<file path="config.mk">
export PLATFORM = sky130hd
export DESIGN_NAME = romwin_top
export DESIGN_NICKNAME = d
export VERILOG_FILES = /design/src/rtl/romwin_pkg.sv /design/src/rtl/romwin_decode.sv /design/src/rtl/romwin_latch.sv /design/src/rtl/romwin_bound.sv /design/src/rtl/romwin_rsp.sv /design/src/rtl/romwin_top.sv
export SDC_FILE = /design/constraint.sdc
export NUM_CORES = 1
export LEC_CHECK = 0
export ABC_AREA = 0
export BUFFER_PORTS_ARGS = -buffer_cell sky130_fd_sc_hd__buf_4
export CAP_MARGIN = 5
export CORE_MARGIN = 8
export CORE_UTILIZATION = 46
export CTS_CLUSTER_DIAMETER = 120
export DETAILED_ROUTE_END_ITERATION = 6
export PLACE_DENSITY = 0.89
export SETUP_SLACK_MARGIN = 0.05
export SLEW_MARGIN = 10
export SYNTH_ARGS = -nofsm -noshare
export SYNTH_HDL_FRONTEND = slang
export SYNTH_SLANG_ARGS = --single-unit
</file>
<file path="constraint.sdc">
create_clock -name clk -period 3.9 [get_ports clk]
set_input_delay 0.78 -clock clk [delete_from_list [all_inputs] [get_ports clk]]
set_output_delay 0.78 -clock clk [all_outputs]
set_load 0.05 [all_outputs]
</file>
<file path="src/rtl/romwin_pkg.sv">
package romwin_pkg;
  typedef enum logic [1:0] {
    ACC_NONE  = 2'd0,
    ACC_PAGE  = 2'd1,
    ACC_FETCH = 2'd2
  } acc_kind_e;
endpackage

</file>
<file path="src/rtl/romwin_decode.sv">
module romwin_decode
  import romwin_pkg::*;
#(
  parameter int          PORT_W     = 8,
  parameter logic [7:0]  PORT_PAGE  = 8'h40,
  parameter logic [7:0]  PORT_FETCH = 8'h41
) (
  input  logic              fire,
  input  logic              is_wr,
  input  logic [PORT_W-1:0] port,
  output acc_kind_e         kind
);
  always_comb begin
    kind = ACC_NONE;
    if (fire) begin
      if (is_wr && port == PORT_W'(PORT_PAGE))
        kind = ACC_PAGE;
      else if (!is_wr && port == PORT_W'(PORT_FETCH))
        kind = ACC_FETCH;
    end
  end
endmodule

</file>
<file path="src/rtl/romwin_latch.sv">
module romwin_latch
  import romwin_pkg::*;
#(
  parameter int DW = 8,
  localparam int AW = 3 * DW
) (
  input  logic          clk,
  input  logic          rst_n,
  input  acc_kind_e     kind,
  input  logic [DW-1:0] io_byte,
  input  logic [DW-1:0] wr_byte,
  output logic [AW-1:0] ptr_q,
  output logic [AW-1:0] fetch_ptr
);
  logic [AW-1:0] ptr_d;

  assign fetch_ptr = {ptr_q[AW-1:DW], io_byte};

  always_comb begin
    ptr_d = ptr_q;
    unique case (kind)
      ACC_PAGE:  ptr_d = {io_byte, wr_byte, ptr_q[DW-1:0]};
      ACC_FETCH: ptr_d = fetch_ptr;
      default:   ptr_d = ptr_q;
    endcase
  end

  always_ff @(posedge clk or negedge rst_n) begin
    if (!rst_n) ptr_q <= '0;
    else        ptr_q <= ptr_d;
  end
endmodule

</file>
<file path="src/rtl/romwin_bound.sv">
module romwin_bound #(
  parameter int AW = 24,
  localparam int SW = AW + 1
) (
  input  logic [AW-1:0] ptr,
  input  logic [SW-1:0] size,
  output logic          in_range
);
  localparam logic [SW-1:0] FULL = SW'(1) << AW;
  logic [SW-1:0] eff_size;

  assign eff_size = (size > FULL) ? FULL : size;
  assign in_range = {1'b0, ptr} < eff_size;
endmodule

</file>
<file path="src/rtl/romwin_rsp.sv">
module romwin_rsp #(
  parameter int DW = 8
) (
  input  logic          clk,
  input  logic          rst_n,
  input  logic          issue,
  input  logic          issue_oob,
  input  logic [DW-1:0] rom_rdata,
  input  logic          rsp_ready,
  output logic          rsp_valid,
  output logic [DW-1:0] rsp_data,
  output logic          slot_free
);
  logic          infl_q, oob_q, hold_q;
  logic [DW-1:0] hold_data_q;
  logic [DW-1:0] live_data;

  assign live_data = oob_q ? {DW{1'b1}} : rom_rdata;
  assign rsp_valid = infl_q | hold_q;
  assign rsp_data  = hold_q ? hold_data_q : live_data;
  assign slot_free = !hold_q && (!infl_q || rsp_ready);

  always_ff @(posedge clk or negedge rst_n) begin
    if (!rst_n) begin
      infl_q      <= 1'b0;
      oob_q       <= 1'b0;
      hold_q      <= 1'b0;
      hold_data_q <= '0;
    end else begin
      infl_q <= issue;
      oob_q  <= issue_oob;
      if (infl_q && !hold_q && !rsp_ready) begin
        hold_q      <= 1'b1;
        hold_data_q <= live_data;
      end else if (hold_q && rsp_ready) begin
        hold_q <= 1'b0;
      end
    end
  end
endmodule

</file>
<file path="src/rtl/romwin_top.sv">
module romwin_top
  import romwin_pkg::*;
#(
  parameter int         DW         = 8,
  parameter logic [7:0] PORT_PAGE  = 8'h40,
  parameter logic [7:0] PORT_FETCH = 8'h41,
  localparam int AW  = 3 * DW,
  localparam int SW  = AW + 1,
  localparam int IOW = 2 * DW
) (
  input  logic           clk,
  input  logic           rst_n,
  input  logic [SW-1:0]  cfg_rom_size,
  input  logic           req_valid,
  output logic           req_ready,
  input  logic           req_wr,
  input  logic [IOW-1:0] req_addr,
  input  logic [DW-1:0]  req_wdata,
  output logic           rsp_valid,
  input  logic           rsp_ready,
  output logic [DW-1:0]  rsp_data,
  output logic           rom_req,
  output logic [AW-1:0]  rom_addr,
  input  logic [DW-1:0]  rom_rdata
);
  acc_kind_e     kind;
  logic          fire, in_range, slot_free, fetch;
  logic [AW-1:0] ptr_q, fetch_ptr;

  assign req_ready = slot_free;
  assign fire      = req_valid && slot_free;
  assign fetch     = (kind == ACC_FETCH);

  romwin_decode #(.PORT_W(DW), .PORT_PAGE(PORT_PAGE), .PORT_FETCH(PORT_FETCH)) dec_i (
    .fire(fire), .is_wr(req_wr), .port(req_addr[DW-1:0]), .kind(kind)
  );

  romwin_latch #(.DW(DW)) lat_i (
    .clk(clk), .rst_n(rst_n), .kind(kind),
    .io_byte(req_addr[IOW-1:DW]), .wr_byte(req_wdata),
    .ptr_q(ptr_q), .fetch_ptr(fetch_ptr)
  );

  romwin_bound #(.AW(AW)) bnd_i (
    .ptr(fetch_ptr), .size(cfg_rom_size), .in_range(in_range)
  );

  assign rom_req  = fetch && in_range;
  assign rom_addr = fetch_ptr;

  romwin_rsp #(.DW(DW)) rsp_i (
    .clk(clk), .rst_n(rst_n), .issue(fetch), .issue_oob(fetch && !in_range),
    .rom_rdata(rom_rdata), .rsp_ready(rsp_ready),
    .rsp_valid(rsp_valid), .rsp_data(rsp_data), .slot_free(slot_free)
  );
endmodule

</file>
==> summary.md, run 1 <==
| Metric | Value |
|---|---|
| Maximum clock rate | roughly 250 MHz |
| Clock buffer depth | 2 |
| Status | finished, violations left |
| Die Height | 81.4 um |
| Place WS | -0.280 ns |
| HP Class | input pin to asynchronous set/reset pin |
| I/O pins | 97 |
| Die Area | 6630 um2 |
| Lkg Pwr | around 1.5 nW |
| Crit path time final | 4.02 ns |
| Post-route cell area | 3040 um2 |
| DRT Pass-1 Iters | 4 |
| Num CTS Buffers | 3 |
| Vias per cell | 5.46 |
| WS Path Type | input pin to primary output |
| Area Overhead vs Synth | 54.5% |
| Fill count | roughly 290 |
| Largest net degree at the start of global routing | 28 |
| Crit path launch type | input pin |
| Slowest cell on crit path | a221oi_2 |
| Tightest Pin Transition | 0.737 ns |
| CTS tree | yes |
| Synthesized netlist cell count | around 200 |
| Relative slew slack | 50.6% |
| Vias in the first global route | just over 2000 |
| YS warnings | 0 |
| Multiplexer share of the synthesized area | 11.1% |
| XOR/XNOR Fraction of Synth Area | 0% |
| Largest family of logic cells by synthesized area | simple AND/OR/NAND/NOR gates |
| Final worst setup slack | -0.123 ns |
| Mapped cell area | 1970 um2 |
| CP peak stage delay | around 0.40 ns |
| Post-Route WL | around 6600 um |
| Clock latency on the worst-skew pair | 0.28 ns |
| Routed WL per cell | roughly 19 um |
| Gr usage total | 19.2% |
| GRT overflow | 0 |
| Yosys top cell by area | dfrtp_1 |
| Routed met2 length | 3490 um |
| GP Congestion | 0.867 |
| Total chip power | 699 uW |
| Post-synthesis sequential area ratio | 34.3% |
| Via Count | 1918 |
| RSZ-0062 raised after global routing | true |
| Uppermost layer routed | met4 |
| Synth Area per Inst | 9.65 um2 |
| PwrDens | 230 nW/um2 |
| Fin. max-slew vios | 0 |
| Critical path fanouts, max | 5 |
| Initial antenna violation count | 0 |
| Final nets | 387 |
| DRC violations left | 0 |
| Final setup viols | 1 |
| FP Rows | 23 |
| Failing checks | negative setup slack |
| Core area | 4060 um2 |
| Initial Utilization | 48.5% |
| Post-synthesis simple-gate area fraction | 19.7% |
| Die Width | between 80 and 90 um |
| N_diodes | 0 |
| Synth Area in Adders | approximately 15% |
| Crit path required time | roughly 3.1 ns |
| Fin Hold WS | 0.404 ns |
| Clk sink count | 27 |
| Crit path buf inv count | 3 |
| Antenna-violating nets left | 0 |
| Leading post-synthesis cells by cell area | dfrtp_1, ha_1, mux2_4 |
| Final period util | 103% |
| Routed wire length on met3 | 415 um |
| DP Area | 2830 um2 |
| Clock Skews | around 0.0036 ns |
| Share of the synthesized area in the top cell type | about 34% |
| PortBufs | 96 |
| Layout cells sized above 1 | 52.5% |
| Max-Cap Viols | 0 |
| Crit. End Element | primary output |
| H-Tree Depth | 1 |
| Post-synthesis compound-gate area fraction | 13.3% |
| Final hold violations | 0 |
| Root Buffer | clkbuf_8 |
| First-pass GRT wire length | 10000 um |
| VDD IR max | 0.244 mV |
| Netlist cell types | 37 |
| Clk slew on worst S/H paths | roughly 0.1 ns |
| Post-synthesis register bit count | 27 |
| Detailed Route Iter0 Violations | 55 |
| Top delay family on crit path | compound AO/OA/AOI/OAI gates |
| Critical Path AT | between 3 and 4 ns |
| CTS Hold Bufs | 0 |
| Post-Route M1 WL | 2480 um |
| Post-DP HPWL | 4910 um |
| Crit-path cells | buf_4 -> nor4_2 -> nand2_2 -> o21ai_2 -> buf_6 -> nand2_4 -> ha_4 -> a2111oi_4 -> o21ai_2 -> a221oi_2 -> nor4b_4 -> nor3_4 -> buf_6 |
| Synthesized net count | a little under 300 |
## worst reg2reg max path, cell delays in order, from the launching register on
cell and delay (ns):
dfrtp_1 0.42, ha_1 0.32, nand4_1 0.16, nor4_1 0.30, buf_4 0.16, nor4b_4 0.25, buf_4 0.17, o21a_1 0.09
## logic make-up (layout without fill, tap and decap cells)
| family | after synthesis | in the layout |
|---|---|---|
| simple gates | 66 | 66 |
| compound gates | 46 | 46 |
| flops | 27 | 27 |
| buf+inv | 26 | 123 |
| fa+ha+maj | 23 | 23 |
| mux | 16 | 16 |
## registers in the layout, summed over array words and instances (netlist names)
signal and count:
lat_i.ptr_q 16, rsp_i.hold_data_q 8, rsp_i.hold_q 1, rsp_i.infl_q 1
rsp_i.oob_q 1
## per-layer routing
layer | global-route usage [%] | vias to the layer above
met1 | 21.6 | 907
met3 | 4.91 | 16
li1 | - | 920
met4 | 4.46 | 0
met5 | 0 | -
met2 | 35.1 | 75
## synthesized netlist by cell type
cell type and instances:
buf_4 8, nor2_1 1, nor4_1 7, a22oi_1 1
nor4b_2 1, o21a_1 2, nand4_4 1, and2_1 1
ha_1 23, nor3b_2 1, o21ai_1 1, nor2b_1 2
o22a_1 1, a21oi_2 1, nor4_4 1, a2111oi_0 1
buf_2 2, nor3b_1 1, nand2b_1 8, mux2_2 6
a21o_1 1, a221oi_2 1, nand4_1 4, nand2_1 25
inv_1 11, a21oi_1 17, nand4b_1 1, dfrtp_1 27
buf_6 1, o21ai_0 20, buf_1 1, nand3_1 1
nor3_1 9, mux2_4 10, clkbuf_1 3, nor3_2 1
or2_2 1
## path summary, 6_finish.rpt
path	startpoint	to	slack, ns	cells past startpoint
worst max-delay path	cfg_rom_size[4]	rom_req	-0.12	13
worst min register to register	rsp_i.hold_data_q[0]	rsp_i.hold_data_q[0]	0.55	2
max in group asynchronous	rst_n	lat_i.ptr_q[18]	3.22	1
min in group clk	rsp_i.hold_data_q[0]	rsp_i.hold_data_q[0]	0.55	2
worst min-delay path	rst_n	rsp_i.hold_data_q[6]	0.40	1
worst max register to register	lat_i.ptr_q[18]	rsp_i.oob_q	1.98	7
## through the flow
step	std cells	TNS (ns)	util, %
2_1_floorplan	204	0	-
3_3_place_gp	346	-0.145	69.7
3_5_place_dp	346	-0.280	69.7
4_1_cts	351	0	74.1
5_1_grt	351	-0.238	75.0
6_report	351	-0.123	75.0
## cell type report
class	count	area, um2	area share (%)
Clock inverter	1	7.51	0.247
Tap cell	50	62.6	2.06
Inverter	11	41.3	1.36
Multi-Input combinational cell	151	1370	45.1
Sequential cell	27	676	22.2
Clock buffer	3	41.3	1.36
Timing Repair Buffer	108	841	27.6
## timing repair
action	4_1_cts	5_1_grt
gates resized for setup	22	7
setup endpoints to repair	1	1
buffers inserted	2	0
pin swaps	14	3
## cell usage in the layout (no fill, tap or decap), types with 2 or more instances in the layout
master	count
o21ai_0	18
mux2_2	6
mux2_4	10
nand2_2	4
nand2_1	19
inv_1	11
clkbuf_8	3
nor4_4	6
a21oi_1	17
buf_4	100
nand2b_1	8
buf_6	8
ha_1	17
o21ai_2	2
nand4_1	4
ha_4	5
nand2_4	2
nor2b_1	2
dfrtp_1	27
o21a_1	2
nor3_1	8
## where the power goes
| part | internal [mW] | leakage [nW] | switching (mW) |
|---|---|---|---|
| Combinational | 0.107 | 1.17 | 0.133 |
| Sequential | 0.286 | 0.335 | 0.00562 |
| Clock | 0.0726 | 0.0217 | 0.0936 |
(Power assumes the default switching activity.)
==> run 2, diff against run 1 <==
Settings changed: REMOVE_ABC_BUFFERS set to 1.
==> run 2 against run 1 <==
Compared with the run above:
- the flow still finishes with violations (negative setup slack)
- non-clock buffer count fell by 5
- combinational power decreased by 4%
- worst hold slack worse by 0.0099 ns
- largest cell class unchanged
- first-iteration DRC count up 75%
- sequential share of layout area increased by 0.45 points
- critical endpoint unchanged
- wire length is 4.4% lower
- final cell count shrank 1.4%
- flip-flop and latch count unchanged
==> summary.md, run 2 (synthesis gave the netlist of run 1 again) <==
| Metric | Value |
|---|---|
| Status | finished, violations left (unchanged) |
| Failing checks | negative setup slack (unchanged) |
| Clk slew on worst S/H paths | 0.11 ns (was 0.10 ns) |
| FP Rows | 23 (unchanged) |
| Fin Hold WS | 0.394 ns (was 0.404 ns) |
| Tightest Pin Transition | 0.742 ns (was 0.737 ns) |
| Final setup viols | 1 (unchanged) |
| Post-Route WL | 6300 um (was 6590 um) |
| Max-Cap Viols | 0 (unchanged) |
| Core area | 4060 um2 (unchanged) |
| Root Buffer | clkbuf_8 (unchanged) |
| Area Overhead vs Synth | 51.5% (was 54.5%) |
| VDD IR max | 0.145 mV (was 0.244 mV) |
| Final core utilization | 73.5% (was 75.0%) |
| Clock buffer depth | 2 (unchanged) |
| Final hold violations | 0 (unchanged) |
| Initial Utilization | 48.5% (unchanged) |
| PortBufs | 96 (unchanged) |
| DP Area | 2700 um2 (was 2830 um2) |
| Num CTS Buffers | 3 (unchanged) |
| CTS Hold Bufs | 0 (unchanged) |
| Largest register FFs | 16 (unchanged) |
| WS Path Type | input pin to primary output (unchanged) |
| I/O pins | 97 (unchanged) |
| CTS tree | yes (unchanged) |
| PwrDens | 235 nW/um2 (was 230 nW/um2) |
| Relative slew slack | 50.3% (was 50.6%) |
| Final worst setup slack | -0.0647 ns (was -0.123 ns) |
| Largest net degree at the start of global routing | 28 (unchanged) |
| Clk sink count | 27 (unchanged) |
| Fin. max-slew vios | 0 (unchanged) |
| Vias in the first global route | 2097 (was 2035) |
| DRT Pass-1 Iters | 4 (unchanged) |
| N_diodes | 0 (unchanged) |
| R2r setup slk | 2.04 ns (was 1.98 ns) |
| Clock Skews | 0.00243 ns (was 0.00357 ns) |
| First-pass GRT wire length | 9720 um (was 10000 um) |
| Final period util | 102% (was 103%) |
| Routed WL per cell | 18.2 um (was 18.8 um) |
| Detailed Route Iter0 Violations | 96 (was 55) |
| Layout cells sized above 1 | 51.4% (was 52.5%) |
| Maximum clock rate | 252 MHz (was 249 MHz) |
| Post-route cell area | 2980 um2 (was 3040 um2) |
| Most frequent cells in the layout | buf_4, dfrtp_1, nand2_1 (unchanged) |
| Setup bufs post-CTS | 0 (was 2) |
| Clock latency on the worst-skew pair | 0.28 ns (about the same) |
| Critical path fanouts, max | 6 (was 5) |
| Fill count | 285 (was 291) |
| Die Area | 6630 um2 (unchanged) |
| Via Count | 1909 (was 1918) |
| Crit path launch type | input pin (unchanged) |
| H-Tree Depth | 1 (unchanged) |
| HP Class | input pin to asynchronous set/reset pin (unchanged) |
| Biggest register | lat_i.ptr_q (unchanged) |
| RSZ-0062 raised after global routing | true (unchanged) |
| Crit. End Element | primary output (unchanged) |
| Die Height | 81.4 um (unchanged) |
| Crit path time final | 3.96 ns (was 4.02 ns) |
| Initial antenna violation count | 0 (unchanged) |
| Leading cell type in the layout, fill and taps excluded | buf_4 (unchanged) |
| GP Congestion | 0.804 (was 0.867) |
| GRT overflow | 0 (unchanged) |
| Critical Path AT | 3.18 ns (was 3.24 ns) |
| Final nets | 382 (was 387) |
| Regs by FF count | lat_i.ptr_q x16, rsp_i.hold_data_q x8 (unchanged) |
| Antenna-violating nets left | 0 (unchanged) |
| Post-DP HPWL | 4730 um (was 4910 um) |
| Total chip power | 701 uW (was 699 uW) |
| DRC violations left | 0 (unchanged) |
| Die Width | 81.4 um (unchanged) |
| Vias per cell | 5.52 (was 5.46) |
| Gr usage total | 18.3% (was 19.2%) |
| Lkg Pwr | 1.50 nW (was 1.53 nW) |
| Crit path required time | 3.12 ns (about the same) |
run 2: cell types whose count changed in the layout (fill, tap and decap cells not counted), sizes merged:
cell / change
buf: -5
clkinvlp: -1
inv: +1
run 2: path summary, 6_finish.rpt:
| kind | start | end | cells past startpoint |
|---|---|---|---|
| min in group clk | rsp_i.hold_data_q[5] | rsp_i.hold_data_q[5] | 2 |
| hold / removal | rst_n | rsp_i.hold_data_q[6] | 1 |
| hold reg to reg | rsp_i.hold_data_q[5] | rsp_i.hold_data_q[5] | 2 |
| setup / recovery | cfg_rom_size[23] | rom_req | 12 |
| setup reg to reg | rsp_i.hold_q | lat_i.ptr_q[16] | 3 |
| max in group asynchronous | rst_n | lat_i.ptr_q[15] | 1 |
run 2: power by group:
group / leakage (nW) / total [mW] / switching [mW] / internal, mW
sequential: 0.335 / 0.292 / 0.00568 / 0.286
combinational: 1.14 / 0.231 / 0.127 / 0.104
clock: 0.0261 / 0.178 / 0.103 / 0.0753
total: 1.50 / 0.701 / 0.235 / 0.466
run 2: metal layers:
metal | wire length (um) | GRT usage [%] | share of wire [%] | vias to the layer above
li1 | - | - | - | 913
met1 | 2520 | 21.4 | 40 | 907
met2 | 3230 | 32.1 | 51 | 74
met3 | 375 | 3.38 | 6.0 | 15
met4 | 173 | 8.04 | 2.7 | 0
met5 | 0 | 0 | 0 | -
run 2: area by class of cell:
type / count / area (um2) / area share, %
inverter: 11 / 41.3 / 1.38
timing repair buffer: 103 / 815 / 27.3
clock buffer: 3 / 41.3 / 1.38
tap: 50 / 62.6 / 2.10
sequential: 27 / 676 / 22.7
multi-input combinational: 151 / 1340 / 44.9
clock inverter: 1 / 8.76 / 0.294
run 2: through the flow:
step | std cells | setup slack (ns) | setup TNS, ns
global placement | 341 | -0.0987 | -0.0987
global route | 346 | -0.164 | -0.164
finish | 346 | -0.0647 | -0.0647
floorplan | 189 | -0.876 | -0.876
CTS | 345 | 0.00118 | 0
detailed placement | 341 | -0.193 | -0.193
run 2: repair_timing:
item	in CTS	in global routing
cloned	0	1
pin swaps	7	8
gates resized for setup	24	17
endpoints found under the setup margin	1	1
run 2: worst max-delay path, stage by stage:
cell and delay [ns]:
buf_4 0.13, nor4_4 0.27, nand4_1 0.20, o21ai_4 0.28, buf_6 0.16, nand2_2 0.07, ha_4 0.26, nand4_1 0.17
nor4_2 0.34, nor4b_4 0.30, nor3_2 0.07, buf_6 0.16
